## src/rtl/btg_pkg.sv

```systemverilog
package btg_pkg;
  typedef enum logic {
    BTG_SRC_TIMER    = 1'b0,
    BTG_SRC_INTERNAL = 1'b1
  } btg_src_e;
  localparam int unsigned BTG_LO_W = 8;
endpackage

```

## src/rtl/btg_prescaler.sv

```systemverilog
module btg_prescaler #(
  parameter int unsigned DIV = 2
) (
  input  logic clk_i,
  input  logic rst_ni,
  output logic step_o
);
  localparam int unsigned CW = (DIV > 1) ? $clog2(DIV) : 1;
  localparam logic [CW-1:0] LAST = CW'(DIV - 1);

  logic [CW-1:0] cnt_q;

  always_ff @(posedge clk_i or negedge rst_ni) begin
    if (!rst_ni)            cnt_q <= '0;
    else if (cnt_q == LAST) cnt_q <= '0;
    else                    cnt_q <= cnt_q + 1'b1;
  end

  assign step_o = (cnt_q == LAST);

  generate
    if (DIV > 1) begin : g_chk
      // a prescaled step never occurs on two adjacent cycles
      a_r2_step_spacing: assert property (@(posedge clk_i) disable iff (!rst_ni)
        step_o |=> !step_o);
    end
  endgenerate
endmodule

```

## src/rtl/btg_reload_ctr.sv

```systemverilog
module btg_reload_ctr #(
  parameter int unsigned W = 10
) (
  input  logic         clk_i,
  input  logic         rst_ni,
  input  logic         step_i,
  input  logic [W-1:0] reload_i,
  output logic         wrap_o
);
  localparam logic [W-1:0] TOP = '1;

  logic [W-1:0] cnt_q;

  always_ff @(posedge clk_i or negedge rst_ni) begin
    if (!rst_ni) cnt_q <= TOP;
    else if (step_i) begin
      if (cnt_q == TOP) cnt_q <= reload_i;
      else              cnt_q <= cnt_q + 1'b1;
    end
  end

  assign wrap_o = step_i && (cnt_q == TOP);

  // the reload value is captured only at a wrap
  a_r7_load_on_wrap: assert property (@(posedge clk_i) disable iff (!rst_ni)
    wrap_o |=> (cnt_q == $past(reload_i)));

  // between steps the count holds, whatever the reload input does
  a_r7_hold_idle: assert property (@(posedge clk_i) disable iff (!rst_ni)
    !step_i |=> $stable(cnt_q));
endmodule

```

## src/rtl/btg_halver.sv

```systemverilog
module btg_halver (
  input  logic clk_i,
  input  logic rst_ni,
  input  logic pulse_i,
  input  logic bypass_i,
  output logic pulse_o
);
  logic ph_q;

  always_ff @(posedge clk_i or negedge rst_ni) begin
    if (!rst_ni)      ph_q <= 1'b0;
    else if (pulse_i) ph_q <= ~ph_q;
  end

  assign pulse_o = pulse_i && (bypass_i || ph_q);

  // the phase flips on every incoming pulse
  a_r3_phase_flip: assert property (@(posedge clk_i) disable iff (!rst_ni)
    pulse_i |=> (ph_q != $past(ph_q)));

  // no output without an incoming pulse
  a_r3_no_spurious: assert property (@(posedge clk_i) disable iff (!rst_ni)
    !pulse_i |-> !pulse_o);
endmodule

```

## src/rtl/baud_tick_gen.sv

```systemverilog
module baud_tick_gen #(
  parameter int unsigned DIV_W   = 10,
  parameter int unsigned TMR_W   = 8,
  parameter int unsigned DIV_PRE = 2,
  parameter int unsigned TMR_PRE = 12
) (
  input  logic                         clk_i,
  input  logic                         rst_ni,
  input  logic                         src_sel_i,
  input  logic                         dbl_i,
  input  logic [btg_pkg::BTG_LO_W-1:0] rl0_lo_i,
  input  logic [DIV_W-btg_pkg::BTG_LO_W-1:0] rl0_hi_i,
  input  logic [btg_pkg::BTG_LO_W-1:0] rl1_lo_i,
  input  logic [DIV_W-btg_pkg::BTG_LO_W-1:0] rl1_hi_i,
  input  logic [TMR_W-1:0]             tmr_rl_i,
  output logic                         tick0_o,
  output logic                         tick1_o
);
  import btg_pkg::*;

  logic [DIV_W-1:0] reload0, reload1;
  logic             div_step, tmr_step;
  logic             wrap0, wrap1, wrap_t;
  logic             half0, half_t;
  btg_src_e         src;

  assign reload0 = {rl0_hi_i, rl0_lo_i};
  assign reload1 = {rl1_hi_i, rl1_lo_i};
  assign src     = btg_src_e'(src_sel_i);

  btg_prescaler #(.DIV(DIV_PRE)) u_pre_div (
    .clk_i(clk_i), .rst_ni(rst_ni), .step_o(div_step));

  btg_prescaler #(.DIV(TMR_PRE)) u_pre_tmr (
    .clk_i(clk_i), .rst_ni(rst_ni), .step_o(tmr_step));

  btg_reload_ctr #(.W(DIV_W)) u_ctr0 (
    .clk_i(clk_i), .rst_ni(rst_ni), .step_i(div_step),
    .reload_i(reload0), .wrap_o(wrap0));

  btg_reload_ctr #(.W(DIV_W)) u_ctr1 (
    .clk_i(clk_i), .rst_ni(rst_ni), .step_i(div_step),
    .reload_i(reload1), .wrap_o(wrap1));

  btg_reload_ctr #(.W(TMR_W)) u_ctr_t (
    .clk_i(clk_i), .rst_ni(rst_ni), .step_i(tmr_step),
    .reload_i(tmr_rl_i), .wrap_o(wrap_t));

  btg_halver u_half0 (
    .clk_i(clk_i), .rst_ni(rst_ni), .pulse_i(wrap0),
    .bypass_i(dbl_i), .pulse_o(half0));

  btg_halver u_half_t (
    .clk_i(clk_i), .rst_ni(rst_ni), .pulse_i(wrap_t),
    .bypass_i(dbl_i), .pulse_o(half_t));

  always_ff @(posedge clk_i or negedge rst_ni) begin
    if (!rst_ni) begin
      tick0_o <= 1'b0;
      tick1_o <= 1'b0;
    end else begin
      tick0_o <= (src == BTG_SRC_INTERNAL) ? half0 : half_t;
      tick1_o <= wrap1;
    end
  end

  // strobes last exactly one cycle
  a_r8_tick0_single: assert property (@(posedge clk_i) disable iff (!rst_ni)
    tick0_o |=> !tick0_o);
  a_r8_tick1_single: assert property (@(posedge clk_i) disable iff (!rst_ni)
    tick1_o |=> !tick1_o);

  // the unselected source never reaches tick0
  a_r10_timer_only: assert property (@(posedge clk_i) disable iff (!rst_ni)
    (src == BTG_SRC_TIMER && !half_t) |=> !tick0_o);

  // port 1 pulses only after its own divider wrapped
  a_r5_tick1_source: assert property (@(posedge clk_i) disable iff (!rst_ni)
    tick1_o |-> $past(wrap1));
endmodule

```

## config.mk

```make
export PLATFORM = sky130hd
export DESIGN_NAME = baud_tick_gen
export DESIGN_NICKNAME = d
export VERILOG_FILES = /design/src/rtl/btg_pkg.sv /design/src/rtl/btg_prescaler.sv /design/src/rtl/btg_reload_ctr.sv /design/src/rtl/btg_halver.sv /design/src/rtl/baud_tick_gen.sv
export SDC_FILE = /design/constraint.sdc
export NUM_CORES = 1
export LEC_CHECK = 0
export CORE_ASPECT_RATIO = 0.5
export CORE_MARGIN = 3
export CORE_UTILIZATION = 35
export CTS_CLUSTER_DIAMETER = 80
export DETAILED_ROUTE_END_ITERATION = 7
export SYNTH_ARGS = -nofsm -noshare
export SYNTH_HDL_FRONTEND = slang
export SYNTH_SLANG_ARGS = --single-unit
```

## constraint.sdc

```tcl
create_clock -name clk_i -period 3.35 [get_ports clk_i]
set_input_delay 0.67 -clock clk_i [delete_from_list [all_inputs] [get_ports clk_i]]
set_output_delay 0.67 -clock clk_i [all_outputs]
set_load 0.05 [all_outputs]
```

; ---- Word level (Yosys, flattened, before mapping)
; Cells that the tools add are included.
[totals]
regBits = 37
word_cells = 33
[op_classes]
add_sub_neg = 5
eq_ne = 4
mux = 6
n_bitwise = 2
n_reduce_logical = 7
[op_table]
columns = cell, n
row1 = $add A10 B1 Y10 const B, 2
row2 = $eq A10 B10 Y1 const B, 2
row3 = $mux W10, 2
row4 = $add A8 B1 Y8 const B, 1
row5 = $eq A8 B8 Y1 const B, 1
row6 = $mux W8, 1
row7 = $logic_and A1 B1 Y1, 5
row8 = $add A4 B1 Y4 const B, 1
row9 = $eq A4 B4 Y1 const B, 1
row10 = $mux W4, 1
row11 = $logic_or A1 B1 Y1, 2
row12 = $mux W1, 2
row13 = $not A1 Y1, 2
row14 = $add A1 B1 Y1 const B, 1

; ---- Longest topological paths before layout
[depth]
ltp_word = 4
depth_mapped = 6

; ---- By module
; A second synthesis with hierarchy kept.
[hier_totals]
hier_cells = 211
area_unflattened_um2 = 2114.5
[by_module_without_submodules]
columns = mod, n_inst, cells_per_inst, area_per_inst_um2, seq_area_each_um2
row1 = btg_reload_ctr at u_ctr0 ..., 2, 66, 624.3, 262.8
row2 = btg_reload_ctr at u_ctr_t, 1, 54, 509.2, 210.2
row3 = btg_prescaler at u_pre_tmr, 1, 14, 180.2, 100.1
row4 = btg_halver, 2, 3, 41.3, 25.0
row5 = baud_tick_gen, 1, 3, 65.1, 50.0
row6 = btg_prescaler at u_pre_div, 1, 2, 28.8, 25.0

; ---- Worst setup path before layout
; No wires, ideal clock.
[synth_path]
kind = reg-to-reg
start = reg u_ctr1.cnt_q[0]
end = reg u_ctr1.cnt_q[0]
t_arrival_ps = 1506
path_slack_ps = 1762
path_stages_with_launch = 7
n_path_buf = 1
synth_period_minus_slack_ps = 1588
path_cell_list = dfstp_2 ha_1 and4_1 and3_1 buf_6 nor3_1 a211o_1
[synth_between]
elab_chain_len = 2
elab_cells_between_ends = 3
[synth_rtl]
columns = item, line_no
row1 = "start, declared", btg_reload_ctr.sv:12  ; logic [W-1:0] cnt_q;
row2 = "start signal, assigned", btg_reload_ctr.sv:17  ; if (cnt_q == TOP) cnt_q <= reload_i;
row3 = "start signal, assigned", btg_reload_ctr.sv:18  ; else cnt_q <= cnt_q + 1'b1;
row4 = $add A10 B1 Y10 or $eq A10 B10 Y1 (tied branches), "btg_reload_ctr.sv:18, btg_reload_ctr.sv:17"
row5 = $mux W10 (*), btg_reload_ctr.sv:17
; Mark *: on every way between the ends. The rest lies on a longest branch, timed or not.
; A chain may end at the register's enable or synchronous reset.

; ---- Worst setup path after layout
[layout_path]
start = reg tick1_o
end = out tick1_o
[layout_rtl]
columns = item, line_no
row1 = "start, declared", baud_tick_gen.sv:17  ; output logic tick1_o
row2 = "start signal, assigned", baud_tick_gen.sv:63  ; tick1_o <= wrap1;
; No word-level cell between the ends.

==> impl_summary.txt <==
----------------------------------------------------
[Synthesis]
  Mapped Avg Cell Area ... 9.770 sq um
  Post-synthesis share of cell area spent on full adders, half adders and majority gates ... 2.511%
  Combinational family with the most area after synthesis ... simple AND/OR/NAND/NOR gates
  FF+latch count, synth ... 37
  Sequential share of the synthesized area ... 48.21%
  Proportion of synthesized flip-flops having asynchronous set or reset ... 100.0%
  Fraction of synthesized cell area in xor and xnor cells ... 1.318%
  Multiplexer share of the synthesized area ... 4.771%
  Number of enable-type register cells in the synthesized netlist ... 0
  Post-Syn Nets ... 240
  Top FF cell, synth ... dfstp_2
  Number of library cell types mapped by synthesis ... 45
  Synth warnings ... 0
  Compound-cell area share of the yosys netlist ... 17.45%
  Area of the mapped netlist ... 1993 sq um
  Post-synthesis simple-gate area fraction ... 23.67%
  Number of instances in the synthesized netlist ... 204

[Floorplan]
  Die span in x ... 112.7 microns
  Core area ... 5202 sq um
  # rows ... 18
  Die span in y ... 59.36 microns
  Number of ports placed on the die boundary ... 34
  Initial Util ... 38.31%
  Die Area ... 6691 sq um

[Clocking]
  Maximum clock insertion buffer count ... 2
  Post CTS Setup Buffer Count ... 0
  Depth of the CTS H-tree ... 2
  Clk sinks ... 37
  Clock latency of the later-clocked register in the worst-skew pair ... 0.28 ns
  Quantity of hold-fixing buffers added after cts ... 0
  CTS buffer count ... 5
  # resized after CTS ... 0
  CTS clk-pin slew, worst paths ... 0.05 ns
  Clock tree from TritonCTS ... done
  Buffer cell driving the clock tree root ... clkbuf_16

[Layout]
  Net count reported at finish ... 276
  Fraction of final layout cells with drive strength greater than 1 ... 17.84%
  Number of fill cells ... 485
  Layout-stage area growth over the synthesis result ... 28.50%
  Count of inserted antenna diode cells ... 0
  Design area ... 2561 sq um

[Pwr]
  Overall power of the completed layout ... 1.042 mW
  Maximum resistive drop on vdd ... 0.1785 mV
  PwrDens ... 406.7 nW/um^2
  Leakage ... 0.9764 nW

[STA]
  Peak clock frequency supported by timing ... 0.4854 GHz
  Headroom to the max-slew limit ... 50.26%
  Total negative slack ... 0 ns
  Fin worst setup slack ... 1.290 ns
  Min Hold Slack ... 0.4591 ns
  Actual transition at the worst max-transition pin ... 0.7461 ns
  Finish-stage setup viols ... 0
  Setup repair after global routing missed its margin ... false
  Tcrit/Tclk final ... 61.50%
  Final hold vios ... 0
  Max Slew Vio Count ... 0
  Crit path time final ... 2.060 ns
  Largest clock skew in the final design ... 0.006088 ns

[Drt]
  Routed vias ... 1,661
  First drt pass iteration count ... 4
  Overall routed net length ... 4.300 mm
  Drt wl/cell ... 13.83 microns
  DR iter-0 viols ... 133
  Antenna Nets Post-Route ... 0
  Number of DRC violations after detailed routing ... 0
  Vias per cell ... 5.341

[Placed design]
  DP HPWL ... 3.034 mm
  Count of port buffers added during placement ... 33
  Pre-CTS setup slack ... 1.575 ns
  Total placed instance area ... 2389 sq um
  Placer congestion estimate ... 0.8037

[GRT]
  First-pass GRT wire length ... 7.217 mm
  Number of global-route vias before repair ... 1,535
  Maximum number of pins on one net before global-route repair ... 38
  Number of antenna violations at the first check in global routing ... 0
  GRT Overall Usage ... 13.49%
  Overflow left after global routing ... 0

[Worst setup path]
  Endpoint class of the critical path ... output pin
  Arrival time reported for the critical path endpoint ... 1.39 ns
  R2r setup slk ... 1.57 ns
  CP startpoint kind ... register
  Critical path depth in cells ... 1
  Peak per-stage delay on the critical path ... 0.80 ns
  Total buffers and inverters traversed by the critical path ... 1
  Worst Path Class, Setup ... reg -> out
  Data required time of the worst path ... 2.68 ns
  Standard cell with the maximum stage delay on the critical path ... clkdlybuf4s50_1
  Peak fanout along the critical path ... 1
  Delay-heaviest family, CP ... buffers and inverters
  Ordered cell list for the critical path ... clkdlybuf4s50_1
  R2R depth ... 3

[Min path]
  Hold path cells ... 1
  Worst hold-check path type ... reg -> reg

[Flow run]
  Max Cap Violations ... 0

[Outcome]
  Status ... finished, final reports clean

----------------------------------------------------
layout make-up:
| type | instances | area (sq um) | share of cell area (%) |
|---|---|---|---|
| multi-input cells | 159 | 991.0 | 38.69 |
| flip-flops and latches | 37 | 960.9 | 37.52 |
| repair buffers | 34 | 337.8 | 13.19 |
| clock buffers | 7 | 142.6 | 5.569 |
| well taps | 70 | 87.58 | 3.420 |
| clock inverters | 1 | 30.03 | 1.172 |
| inverters | 3 | 11.26 | 0.4397 |
worst paths after layout:
path,to,start
max reg2reg,u_ctr0.cnt_q[5]$_DFFE_PN1P_,u_pre_div.step_o$_DFF_PN0_
min in group asynchronous,tick0_o$_DFF_PN0_,rst_ni
max,tick1_o,tick1_o$_DFF_PN0_
min reg2reg,u_pre_tmr.cnt_q[0]$_DFF_PN0_,u_pre_tmr.cnt_q[0]$_DFF_PN0_
max in group asynchronous,u_ctr_t.cnt_q[0]$_DFFE_PN1N_,rst_ni
min,u_pre_tmr.cnt_q[0]$_DFF_PN0_,u_pre_tmr.cnt_q[0]$_DFF_PN0_
sequential cells by signal (all words and copies together) (netlist names):
register,count
u_ctr0.cnt_q,10
u_pre_tmr.cnt_q,4
tick1_o,1
u_ctr1.cnt_q,10
u_pre_div.step_o,1
u_ctr_t.cnt_q,8
u_half_t.ph_q,1
tick0_o,1
u_half0.ph_q,1
power by group:
part / total, mW / switching, mW / leakage (nW) / internal [mW]
Sequential: 0.449 / 0 / 0.411 / 0.449
Combinational: 0.0490 / 0.0156 / 0.482 / 0.0333
Clock: 0.544 / 0.172 / 0.0841 / 0.372
cells in the final DEF (no fill, tap or decap), types with 2 or more instances in the layout:
master,n
and3_1,6
clkdlybuf4s50_1,33
clkbuf_16,5
nor3_1,6
ha_1,4
mux2_2,3
and4_1,7
nand3_1,18
o31ai_1,2
nand4_1,7
dfstp_2,28
dfrtp_1,9
o2bb2ai_1,3
inv_1,2
xnor2_1,3
nor2_1,14
a31oi_1,7
o21ai_0,10
a21oi_1,17
nand2_1,22
o21a_1,4
mux2i_1,5
cells by family (layout without fill, tap and decap cells):
logic type | after synthesis | in the layout
buf+inv | 8 | 45
mux | 9 | 9
flops | 37 | 37
fa+ha+maj | 4 | 4
xor+xnor | 3 | 3
simple gates | 89 | 89
compound gates | 54 | 54
routing by layer:
metal  up-vias  track usage [%]  share of wire, %
met5         -                0                 0
met4         0            4.110                 0
met3         0            3.772               5.7
met2        39            19.78                45
met1       784            19.42                49
li1        838                -                 -
synth_stat cells, types with 2 or more instances:
library cell	count	area, sq um
and3_1	6	37.54
nand2_1	22	82.58
o21ai_0	10	50.05
nor3_1	6	30.03
mux2i_1	5	50.05
buf_2	3	15.01
o21a_1	4	30.03
nand4_1	7	43.79
dfstp_2	28	735.7
and4_1	7	61.31
ha_1	4	50.05
dfrtp_1	9	225.2
inv_1	2	7.510
o2bb2ai_1	3	26.28
a31oi_1	7	43.79
nor2_1	14	52.55
a21oi_1	17	85.08
mux2_2	3	33.78
nand3_1	18	90.09
xnor2_1	3	26.28
o31ai_1	2	15.01
through the flow:
step,std cells,util (%)
3_5_place_dp,303,45.91
3_3_place_gp,303,45.91
2_1_floorplan,204,-
4_1_cts,311,49.23
5_1_grt,311,49.23
6_report,311,49.23
No activity file was read; power rests on OpenSTA's default activity.
